[src/rtl/brwin_pkg.sv]
// Package: shared types and constants for the downstream bridge window decoder.
// Assumes attribute and control encodings match the register layout in the brief.
package brwin_pkg;

    localparam logic [4:0] CAP_TYPE_ID = 5'b01000;
    localparam logic [2:0] MAP_TYPE_ID = 3'b000;

    localparam int REG_ID      = 0;
    localparam int REG_NP_BASE = 1;
    localparam int REG_NP_CTL  = 2;
    localparam int REG_PF_BASE = 3;
    localparam int REG_PF_CTL  = 4;
    localparam int REG_IO_SIZE = 5;

    localparam int NUM_WIN = 2;

    typedef struct packed {
        logic compat;
        logic iso;
        logic noncoh;
    } attr_t;

    typedef struct packed {
        attr_t permit;
        logic  en;
    } winctl_t;

    typedef enum logic [1:0] {
        WIN_NONE = 2'd0,
        WIN_NP   = 2'd1,
        WIN_PF   = 2'd2,
        WIN_IO   = 2'd3
    } win_e;

endpackage

[src/rtl/brwin_regs.sv]
// Module: configuration register file for the window decoder.
// Holds both window bases and controls plus the I/O size limit; reads are
// combinational, writes take effect on the next clock edge.
// Assumes CFG_DW >= BASE_W and CFG_DW >= 8.
module brwin_regs
    import brwin_pkg::*;
#(
    parameter int CFG_AW = 3,
    parameter int CFG_DW = 32,
    parameter int BASE_W = 20,
    parameter int IO_AW  = 25,
    parameter int IOSZ_W = 5
) (
    input  logic              clk,
    input  logic              rst_n,
    input  logic              cfg_wr_en,
    input  logic [CFG_AW-1:0] cfg_addr,
    input  logic [CFG_DW-1:0] cfg_wdata,
    output logic [CFG_DW-1:0] cfg_rdata,
    output logic [BASE_W-1:0] np_base,
    output winctl_t           np_ctl,
    output logic [BASE_W-1:0] pf_base,
    output winctl_t           pf_ctl,
    output logic [IOSZ_W-1:0] io_size
);

    localparam logic [IOSZ_W-1:0] IO_MAX = IOSZ_W'(IO_AW);

    logic [IOSZ_W-1:0] io_wr_val;

    // Clamp an I/O size write to the size of the host I/O space.
    always_comb begin
        if (cfg_wdata > CFG_DW'(IO_AW)) begin
            io_wr_val = IO_MAX;
        end else begin
            io_wr_val = cfg_wdata[IOSZ_W-1:0];
        end
    end

    // Register update on a write strobe; read-only and unused offsets ignore writes.
    always_ff @(posedge clk) begin
        if (!rst_n) begin
            np_base <= '0;
            np_ctl  <= '0;
            pf_base <= '0;
            pf_ctl  <= '0;
            io_size <= IO_MAX;
        end else if (cfg_wr_en) begin
            case (cfg_addr)
                CFG_AW'(REG_NP_BASE): np_base <= cfg_wdata[BASE_W-1:0];
                CFG_AW'(REG_NP_CTL):  np_ctl  <= winctl_t'(cfg_wdata[3:0]);
                CFG_AW'(REG_PF_BASE): pf_base <= cfg_wdata[BASE_W-1:0];
                CFG_AW'(REG_PF_CTL):  pf_ctl  <= winctl_t'(cfg_wdata[3:0]);
                CFG_AW'(REG_IO_SIZE): io_size <= io_wr_val;
                default: ;
            endcase
        end
    end

    // Read-back multiplexer, zero-filled above each field.
    always_comb begin
        cfg_rdata = '0;
        case (cfg_addr)
            CFG_AW'(REG_ID):      cfg_rdata[7:0]        = {MAP_TYPE_ID, CAP_TYPE_ID};
            CFG_AW'(REG_NP_BASE): cfg_rdata[BASE_W-1:0] = np_base;
            CFG_AW'(REG_NP_CTL):  cfg_rdata[3:0]        = np_ctl;
            CFG_AW'(REG_PF_BASE): cfg_rdata[BASE_W-1:0] = pf_base;
            CFG_AW'(REG_PF_CTL):  cfg_rdata[3:0]        = pf_ctl;
            CFG_AW'(REG_IO_SIZE): cfg_rdata[IOSZ_W-1:0] = io_size;
            default:              cfg_rdata             = '0;
        endcase
    end

endmodule

[src/rtl/brwin_window.sv]
// Module: one memory window matcher.
// Computes the granule offset from the base, flags a hit when the offset is
// inside a power-of-two window, translates the address and checks attributes.
// Assumes SIZE_LOG2 <= HADDR_W - GRAN_LSB; wrap-around of the granule offset is intended.
module brwin_window
    import brwin_pkg::*;
#(
    parameter int HADDR_W   = 40,
    parameter int EADDR_W   = 32,
    parameter int GRAN_LSB  = 20,
    parameter int SIZE_LOG2 = 4
) (
    input  logic [HADDR_W-1:0]          addr,
    input  logic [HADDR_W-GRAN_LSB-1:0] base,
    input  winctl_t                     ctl,
    input  attr_t                       attr,
    output logic                        hit,
    output logic                        attr_bad,
    output logic [EADDR_W-1:0]          xaddr
);

    localparam int BASE_W = HADDR_W - GRAN_LSB;

    logic [BASE_W-1:0] offs;

    // Offset, range test, attribute permit test and translation.
    always_comb begin
        offs     = addr[HADDR_W-1:GRAN_LSB] - base;
        hit      = ctl.en && ((offs >> SIZE_LOG2) == '0);
        attr_bad = |(attr & ~ctl.permit);
        xaddr    = EADDR_W'({offs, addr[GRAN_LSB-1:0]});
    end

endmodule

[src/rtl/brwin_io.sv]
// Module: I/O range matcher.
// Claims an I/O offset below 2^io_size and passes the offset on as the
// expansion-bus address. Assumes IO_AW <= EADDR_W.
module brwin_io #(
    parameter int EADDR_W = 32,
    parameter int IO_AW   = 25,
    parameter int IOSZ_W  = 5
) (
    input  logic [IO_AW-1:0]   io_addr,
    input  logic [IOSZ_W-1:0]  io_size,
    output logic               hit,
    output logic [EADDR_W-1:0] xaddr
);

    // Range test against the programmed power-of-two limit.
    always_comb begin
        hit   = ((io_addr >> io_size) == '0);
        xaddr = EADDR_W'(io_addr);
    end

endmodule

[src/rtl/brwin_decoder.sv]
// Module: downstream bridge window decoder (top).
// Decodes each request against the I/O range or the two memory windows
// (non-prefetchable first), then registers the result behind a one-entry
// valid/ready output stage. Assumes configuration is stable while requests
// are in flight; changes apply to requests accepted after the write edge.
module brwin_decoder
    import brwin_pkg::*;
#(
    parameter int HADDR_W      = 40,
    parameter int EADDR_W      = 32,
    parameter int GRAN_LSB     = 20,
    parameter int NP_SIZE_LOG2 = 4,
    parameter int PF_SIZE_LOG2 = 6,
    parameter int IO_AW        = 25,
    parameter int CFG_AW       = 3,
    parameter int CFG_DW       = 32
) (
    input  logic               clk,
    input  logic               rst_n,
    input  logic               cfg_wr_en,
    input  logic [CFG_AW-1:0]  cfg_addr,
    input  logic [CFG_DW-1:0]  cfg_wdata,
    output logic [CFG_DW-1:0]  cfg_rdata,
    input  logic               req_valid,
    output logic               req_ready,
    input  logic [HADDR_W-1:0] req_addr,
    input  logic               req_io,
    input  logic [2:0]         req_attr,
    output logic               rsp_valid,
    input  logic               rsp_ready,
    output logic               rsp_claim,
    output logic [1:0]         rsp_win,
    output logic [EADDR_W-1:0] rsp_addr,
    output logic               rsp_err,
    output logic               rsp_fwd
);

    localparam int BASE_W = HADDR_W - GRAN_LSB;
    localparam int IOSZ_W = $clog2(IO_AW + 1);

    logic [BASE_W-1:0]  win_base [NUM_WIN];
    winctl_t            win_ctl  [NUM_WIN];
    logic               win_hit  [NUM_WIN];
    logic               win_bad  [NUM_WIN];
    logic [EADDR_W-1:0] win_xa   [NUM_WIN];
    logic [IOSZ_W-1:0]  io_size;
    logic               io_hit;
    logic [EADDR_W-1:0] io_xa;

    logic               d_claim;
    win_e               d_win;
    logic [EADDR_W-1:0] d_addr;
    logic               d_err;

    brwin_regs #(
        .CFG_AW (CFG_AW),
        .CFG_DW (CFG_DW),
        .BASE_W (BASE_W),
        .IO_AW  (IO_AW),
        .IOSZ_W (IOSZ_W)
    ) u_regs (
        .clk       (clk),
        .rst_n     (rst_n),
        .cfg_wr_en (cfg_wr_en),
        .cfg_addr  (cfg_addr),
        .cfg_wdata (cfg_wdata),
        .cfg_rdata (cfg_rdata),
        .np_base   (win_base[0]),
        .np_ctl    (win_ctl[0]),
        .pf_base   (win_base[1]),
        .pf_ctl    (win_ctl[1]),
        .io_size   (io_size)
    );

    // One matcher per memory window; index 0 is non-prefetchable, 1 prefetchable.
    for (genvar w = 0; w < NUM_WIN; w++) begin : g_win
        brwin_window #(
            .HADDR_W   (HADDR_W),
            .EADDR_W   (EADDR_W),
            .GRAN_LSB  (GRAN_LSB),
            .SIZE_LOG2 ((w == 0) ? NP_SIZE_LOG2 : PF_SIZE_LOG2)
        ) u_win (
            .addr     (req_addr),
            .base     (win_base[w]),
            .ctl      (win_ctl[w]),
            .attr     (attr_t'(req_attr)),
            .hit      (win_hit[w]),
            .attr_bad (win_bad[w]),
            .xaddr    (win_xa[w])
        );
    end

    brwin_io #(
        .EADDR_W (EADDR_W),
        .IO_AW   (IO_AW),
        .IOSZ_W  (IOSZ_W)
    ) u_io (
        .io_addr (req_addr[IO_AW-1:0]),
        .io_size (io_size),
        .hit     (io_hit),
        .xaddr   (io_xa)
    );

    // Select the decode result: I/O path by kind, else windows in priority order.
    always_comb begin
        d_claim = 1'b0;
        d_win   = WIN_NONE;
        d_addr  = '0;
        d_err   = 1'b0;
        if (req_io) begin
            if (io_hit) begin
                d_claim = 1'b1;
                d_win   = WIN_IO;
                d_addr  = io_xa;
            end
        end else if (win_hit[0]) begin
            d_claim = 1'b1;
            d_win   = WIN_NP;
            d_addr  = win_xa[0];
            d_err   = win_bad[0];
        end else if (win_hit[1]) begin
            d_claim = 1'b1;
            d_win   = WIN_PF;
            d_addr  = win_xa[1];
            d_err   = win_bad[1];
        end
    end

    // The input can be taken when the output slot is empty or being drained.
    always_comb begin
        req_ready = !rsp_valid || rsp_ready;
    end

    // One-entry output stage holding the registered decode result.
    always_ff @(posedge clk) begin
        if (!rst_n) begin
            rsp_valid <= 1'b0;
            rsp_claim <= 1'b0;
            rsp_win   <= WIN_NONE;
            rsp_addr  <= '0;
            rsp_err   <= 1'b0;
            rsp_fwd   <= 1'b0;
        end else if (req_valid && req_ready) begin
            rsp_valid <= 1'b1;
            rsp_claim <= d_claim;
            rsp_win   <= d_win;
            rsp_addr  <= d_addr;
            rsp_err   <= d_err;
            rsp_fwd   <= d_claim && !d_err;
        end else if (rsp_ready) begin
            rsp_valid <= 1'b0;
        end
    end

endmodule

[config.mk]
export PLATFORM = sky130hd
export DESIGN_NAME = brwin_decoder
export DESIGN_NICKNAME = d
export VERILOG_FILES = /design/src/rtl/brwin_pkg.sv /design/src/rtl/brwin_regs.sv /design/src/rtl/brwin_window.sv /design/src/rtl/brwin_io.sv /design/src/rtl/brwin_decoder.sv
export SDC_FILE = /design/constraint.sdc
export NUM_CORES = 1
export LEC_CHECK = 0
export ABC_AREA = 1
export BUFFER_PORTS_ARGS = -buffer_cell sky130_fd_sc_hd__buf_2
export CAP_MARGIN = 10
export CORE_ASPECT_RATIO = 1.1
export CORE_MARGIN = 5
export CORE_UTILIZATION = 49
export CTS_CLUSTER_SIZE = 28
export DETAILED_ROUTE_END_ITERATION = 6
export GPL_ROUTABILITY_DRIVEN = 0
export PLACE_DENSITY = 0.86
export SLEW_MARGIN = 15
export SYNTH_ARGS = -nofsm -noshare
export SYNTH_HDL_FRONTEND = slang
export SYNTH_SLANG_ARGS = --single-unit
[constraint.sdc]
create_clock -name clk -period 2.7 [get_ports clk]
set_clock_uncertainty 0.1 [all_clocks]
set_input_delay 0.405 -clock clk [delete_from_list [all_inputs] [get_ports clk]]
set_output_delay 0.405 -clock clk [all_outputs]
set_load 0.01 [all_outputs]
==> results of run 1 <==
==> registers in the layout, summed over array words and instances, names as in the netlist <==
name / count
rsp_err: 1
rsp_win: 2
rsp_addr: 32
rsp_claim: 1
u_regs.io_size: 5
u_regs.pf_ctl: 4
u_regs.pf_base: 20
rsp_valid: 1
u_regs.np_ctl: 4
rsp_fwd: 1
u_regs.np_base: 20
==> kinds of logic after synthesis <==
group	synth area share [%]
AOI/OAI and AO/OA	18.1
xor gates and xnor gates	1.38
adders and majority gates	7.41
buffers and inverters	13.6
DFF	26.2
muxes	0.144
other	0.0539
and+or+nand+nor	33.2
==> routing by layer <==
layer | up-vias | part of all wire [%] | GRT usage, %
met5 | - | 0 | 0
met4 | 0 | 6.6 | 13.7
met3 | 136 | 9.5 | 5.82
met2 | 541 | 47 | 42.8
met1 | 3934 | 37 | 31.1
li1 | 4135 | - | -
==> area by class of cell <==
type | count | area [sq um] | area share (%)
clock buffer | 10 | 239 | 2.54
clock inverter | 5 | 61.3 | 0.652
inverter | 196 | 736 | 7.83
multi-input combinational | 843 | 4920 | 52.3
sequential | 91 | 1840 | 19.5
tap | 188 | 235 | 2.50
timing repair buffer | 225 | 1370 | 14.6
==> path summary, 6_finish.rpt <==
kind,slack (ps),to
setup / recovery,-90,rsp_fwd$_SDFFE_PN0P_
hold / removal,210,rsp_addr[7]$_SDFFE_PN0P_
setup reg to reg,-90,rsp_fwd$_SDFFE_PN0P_
hold reg to reg,340,rsp_addr[28]$_SDFFE_PN0P_
==> power by group through the flow <==
stage | logic (mW) | clock network, mW | registers (mW)
after global placement | 1.00 | 0 | 1.44
after CTS | 1.05 | 1.30 | 1.41
final | 1.27 | 1.29 | 1.41
after floorplan | 0.656 | 0 | 1.45
after detailed placement | 1.02 | 0 | 1.44
after global routing | 1.38 | 1.34 | 1.42
==> Yosys cell counts (2+ instances only) <==
master    count
a221oi_1      2
xor2_1        5
nand3_1      64
xnor2_1       6
fa_1          2
a21oi_2       3
o21ai_1       3
nor3_2        2
nand4_1      17
nand3b_1      7
nand2_1     334
clkinv_1      2
inv_2        10
o221ai_1      3
and2_1        3
nor2_2        7
a211oi_1      2
nor2_1       82
buf_4        13
nor4_1        8
clkbuf_1     22
a21oi_1     115
o21ai_0      73
o22ai_1      20
inv_1       184
o211ai_1      5
buf_6         2
nand2_2      10
dfxtp_1      91
o21bai_1      3
a31oi_1       2
ha_1         38
nor3_1        8
==> stage by stage <==
stage	hold slack [ps]	util (%)	cells	worst slack [ps]
finish	208	67.8	1558	-94.8
global route	209	67.8	1558	-247
CTS	201	62.2	1540	19.1
detailed placement	327	59.5	1525	-360
global placement	325	59.5	1525	-283
floorplan	343	-	1169	83.1
==> critical path: stages (launching register included) <==
cell and delay [ps]:
dfxtp_4 370, ha_4 160, fa_2 350, inv_2 70
nand3_2 80, nand2_4 90, nand2_2 70, nand2_2 80
nand2_1 50, nand2_1 90, nand3_1 90, nor2_1 160
nand3_1 120, nor2_2 140, nand2_2 70, inv_2 100
nand2_4 60, nand3_4 140, clkbuf_16 160, nand2_1 50
a21oi_1 120
==> repair_timing <==
action | 4_1_cts | 5_1_grt
gates resized for setup | 10 | 145
pin swaps | 1 | 43
gates cloned | 0 | 2
buffers inserted | 0 | 16
hold buffers | 0 | 0
setup endpoints to repair | 28 | 31
==> metrics.csv, run 1 <==
stage,metric,value,unit
worst_setup_path,start_kind,flop,
pwr,p_int,2.65,mW
global_route,grt_max_degree,41,
drt,drc_errors,9,
yosys,yosysWarnings,0,
pwr,combinationalPowerShare,31.9,%
placement,portBuffers,142,
yosys,syn_avg_cell_area,6.01,sq um
yosys,synth_flop_cell,dfxtp_1,
yosys,synth_seq_cells,91,
clocking,numCtsBuffers,9,
clocking,root_buffer,clkbuf_16,
yosys,yosysSeqAreaShare,26.2,%
worst_setup_path,worst-endpoint-required,2880,ps
pwr,p_leak,4.61,nW
floorplan,ios,155,
worst_setup_path,cp.arrival,2980,ps
cells_and_area,postLayoutCellArea,9400,sq um
global_route,grt_remaining_overflow,0,
sta,hold_viol_final,0,
floorplan,die_y,135,microns
outcome,outcome,"finished, violations left",
yosys,syn_area,6960,sq um
placement,dpl.hpwl,17600,microns
cells_and_area,layout_commonest_cell,nand2_1,
global_route,grt_pass1_vias,7598,
floorplan,start_util,50.3,%
drt,wl_per_cell,16.0,microns
pwr,seqPwrFrac,35.6,%
sta,period_needed,2790,ps
sta,setup_violations,23,
drt,wl,24900,microns
sta,finalSetupTns,-1370,ps
floorplan,die-area,16700,sq um
hold_path,min_from,req_addr[7],
global_route,grt_pass1_wl,35100,microns
cells_and_area,syn_to_final_growth,35.0,%
clocking,clkTransAtPathRegs,70,ps
drt,final_antenna_net_count,0,
floorplan,rows,45,
global_route,grt_usage,25.9,%
sta,finalWorstSetupSlack,-94.8,ps
yosys,postSynth.asyncResetShare,0,%
yosys,synthTopCellsByArea,"dfxtp_1 (26%), nand2_1 (18%), inv_1 (9.9%)",
clocking,htreeDepth,3,
sta,rsz0062_at_grt,true,
sta,slew_headroom,32.4,%
pwr,power_density,423,nW/um^2
sta,drv_slew,0,
hold_path,min_path_cells,3,
placement,place_area,8240,sq um
pwr,ir_drop,0.491,mV
cells_and_area,final_cell_mix,"nand2_1 (310), inv_1 (164), buf_2 (142)",
clocking,cts_tree,done,
cells_and_area,n_fill_cell,1112,
clocking,clock_latency,360,ps
clocking,clock_path_buffers,2,
worst_setup_path,worstSetupPathType,flop to flop,
run,cap_violations,0,
global_route,antenna_found_initial,0,
drt,via_count,8746,
cells_and_area,drive_gt1_share,29.7,%
yosys,yosysTopAreaCellShare,26.2,%
worst_setup_path,endpoint_kind,flop,
drt,drt_pass1_iterations,7,
sta,period_share,104,%
yosys,ys_types,43,
yosys,synth_top_cell_by_area,dfxtp_1,
sta,worstMarginPinSlew,1010,ps
hold_path,hold_path_class,input port to flop,
outcome,violations,"DRC, setup timing",
pwr,pwr-share-clk,32.5,%
drt,via_per_inst,5.61,
drt,initialDrtViolationCount,798,
pwr,power,3.97,mW
worst_setup_path,r2r_start,u_regs.np_base[0]$_SDFFE_PN0P_,
cells_and_area,diodes,0,
floorplan,core,13900,sq um
worst_setup_path,cp-startpoint,u_regs.np_base[0]$_SDFFE_PN0P_,
yosys,syn_inst,1158,
sta,fmax,358,MHz
floorplan,die_x,124,microns
pwr,p_sw,1.33,mW
clocking,cts_num_sinks,91,
pwr,sw_frac_of_total,33.4,%
worst_setup_path,worstPathMaxFanout,6,
cells_and_area,nets,1490,
yosys,synth_edf_count,0,
worst_setup_path,reg2regPathDepth,20,
Power figures use the tool's default switching activity.
==> inputs of run 2 (changes only) <==
--- a/config.mk
+++ b/config.mk
@@ -11,6 +11,7 @@
 export CORE_ASPECT_RATIO = 1.1
 export CORE_MARGIN = 5
 export CORE_UTILIZATION = 49
+export CTS_BUF_LIST = sky130_fd_sc_hd__clkbuf_4 sky130_fd_sc_hd__clkbuf_8
 export CTS_CLUSTER_SIZE = 28
 export DETAILED_ROUTE_END_ITERATION = 6
 export GPL_ROUTABILITY_DRIVEN = 0
==> metrics.csv, run 2 (same netlist as run 1, synthesis figures left out) <==
stage,metric,value,unit
pwr,p_int,2.35,mW
clocking,htreeDepth,3,
clocking,cts_tree,done,
worst_setup_path,worst_r2r_endpoint,rsp_addr[16]$_SDFFE_PN0P_,
clocking,numCtsBuffers,9,
sta,finalSetupTns,-1880,ps
placement,dp_slack,-360,ps
drt,wl,24300,microns
worst_setup_path,cp_top_family,simple AND/OR/NAND/NOR gates,
sta,fmax,353,MHz
floorplan,core,13900,sq um
sta,period_share,105,%
floorplan,start_util,50.3,%
cells_and_area,largest_register,rsp_addr,
worst_setup_path,reg2regPathDepth,20,
hold_path,min_path_cells,3,
worst_setup_path,crit_chain,ha_4 -> fa_2 -> inv_2 -> nand3_2 -> nand2_4 -> nand2_2 -> nand2_2 -> nand2_1 -> nand2_1 -> nand3_1 -> nor2_1 -> nand3_1 -> nor2_2 -> nand2_2 -> inv_2 -> nand2_4 -> nand3_4 -> clkbuf_16 -> nand2_1 -> a21oi_1,
cells_and_area,diodes,0,
placement,dp_cells,1525,
global_route,grt_remaining_overflow,0,
floorplan,ios,155,
clocking,clkTransAtPathRegs,100,ps
sta,rsz0062_at_grt,true,
worst_setup_path,reg2reg_slack,-130,ps
drt,final_antenna_net_count,0,
worst_setup_path,max_stage_delay,380,ps
outcome,outcome,"finished, violations left",
placement,portBuffers,142,
worst_setup_path,worst-endpoint-required,2920,ps
global_route,grt_pass1_vias,7507,
worst_setup_path,worstPathMaxFanout,6,
sta,hold_viol_final,0,
cells_and_area,postLayoutCellArea,9300,sq um
worst_setup_path,cp-startpoint,u_regs.np_base[0]$_SDFFE_PN0P_,
floorplan,die_x,124,microns
worst_setup_path,r2r_start,u_regs.np_base[0]$_SDFFE_PN0P_,
drt,via_per_inst,5.51,
pwr,sw_frac_of_total,35.3,%
pwr,p_sw,1.28,mW
placement,dpl.hpwl,17600,microns
hold_path,hold_path_class,input port to flop,
sta,slew_headroom,30.8,%
pwr,pwr-share-clk,26.6,%
global_route,grt_max_degree,41,
cells_and_area,final_cells,1554,
clocking,root_buffer,clkbuf_8,
pwr,p_leak,4.56,nW
sta,setup_violations,23,
pwr,power_density,391,nW/um^2
placement,place_area,8240,sq um
cells_and_area,syn_to_final_growth,33.5,%
outcome,violations,setup timing,
hold_path,hold_end,rsp_addr[11]$_SDFFE_PN0P_,
drt,wl_per_cell,15.7,microns
drt,initialDrtViolationCount,736,
worst_setup_path,endpoint_kind,flop,
floorplan,die_y,135,microns
worst_setup_path,start_kind,flop,
sta,finalWorstSetupSlack,-134,ps
worst_setup_path,cp.arrival,3050,ps
floorplan,die-area,16700,sq um
clocking,cts_num_sinks,91,
worst_setup_path,path_buf_inv,3,
cells_and_area,final_cell_mix,"nand2_1 (309), inv_1 (167), buf_2 (142)",
drt,drt_pass1_iterations,5,
cells_and_area,nets,1486,
clocking,clock_latency,390,ps
pwr,seqPwrFrac,38.9,%
cells_and_area,drive_gt1_share,29.4,%
sta,worstMarginPinSlew,1040,ps
worst_setup_path,worstSetupPathType,flop to flop,
hold_path,min_from,req_addr[11],
sta,period_needed,2830,ps
worst_setup_path,worst_path_max_delay_cell,dfxtp_4,
drt,drc_errors,0,
run,cap_violations,0,
cells_and_area,layout_commonest_cell,nand2_1,
pwr,combinationalPowerShare,34.5,%
clocking,clock_path_buffers,2,
floorplan,rows,45,
global_route,grt_usage,25.4,%
sta,whs,166,ps
pwr,ir_drop,0.352,mV
drt,via_count,8566,
global_route,grt_pass1_wl,34500,microns
sta,drv_slew,0,
cells_and_area,largest_reg_flops,32,
cells_and_area,largestRegisters,"rsp_addr: 32 flops, u_regs.np_base: 20 flops, u_regs.pf_base: 20 flops",
global_route,antenna_found_initial,0,
-- run 2: power groups by stage --
stage / Clock [mW] / Sequential [mW] / Combinational (mW)
global placement: 0 / 1.44 / 1.00
finish: 0.967 / 1.41 / 1.25
floorplan: 0 / 1.45 / 0.656
global route: 1.01 / 1.42 / 1.37
detailed placement: 0 / 1.44 / 1.02
CTS: 0.971 / 1.41 / 1.05
-- run 2: worst min-delay path: cells and delay by family --
kind	cells	cell delay, ps
AO/OA/AOI/OAI	1	50
buffers and inverters	1	110
AND/OR/NAND/NOR	1	50
-- run 2: layout make-up --
type | instances | area [sq um]
clock inverter | 5 | 61.3
timing repair buffer | 221 | 1360
multi-input combinational | 843 | 4930
fill | 1136 | 4560
tap | 188 | 235
inverter | 196 | 736
sequential | 91 | 1840
clock buffer | 10 | 138
-- run 2: how the worst max path moves through the flow --
stage / to / slack (ps) / cells after the start
finish: rsp_addr[16]$_SDFFE_PN0P_ / -130 / 20
detailed placement: rsp_addr[23]$_SDFFE_PN0P_ / -360 / 18
global route: rsp_addr[16]$_SDFFE_PN0P_ / -290 / 21
CTS: rsp_addr[24]$_SDFFE_PN0P_ / 30 / 17
floorplan: rsp_addr[10]$_SDFFE_PN0P_ / 80 / 20
global placement: rsp_addr[23]$_SDFFE_PN0P_ / -280 / 21
-- run 2: repair_timing --
action	CTS	global route
buffers inserted	0	11
pin swaps	1	37
setup endpoints to repair	28	31
gates cloned	0	3
gates resized for setup	10	145
hold buffers	0	0
-- run 2: through the flow --
step / utilization [%] / power [mW]
after global routing: 67.1 / 3.80
after floorplan: - / 2.10
after detailed placement: 59.5 / 2.47
after CTS: 61.4 / 3.43
after global placement: 59.5 / 2.44
final: 67.1 / 3.63
-- run 2: routing by layer --
metal / wire length [microns] / GRT usage [%] / part of all wire (%)
met1: 9240 / 30.7 / 38
met2: 11400 / 41.4 / 47
met3: 2240 / 5.87 / 9.2
met4: 1470 / 13.9 / 6.0
met5: 0 / 0 / 0
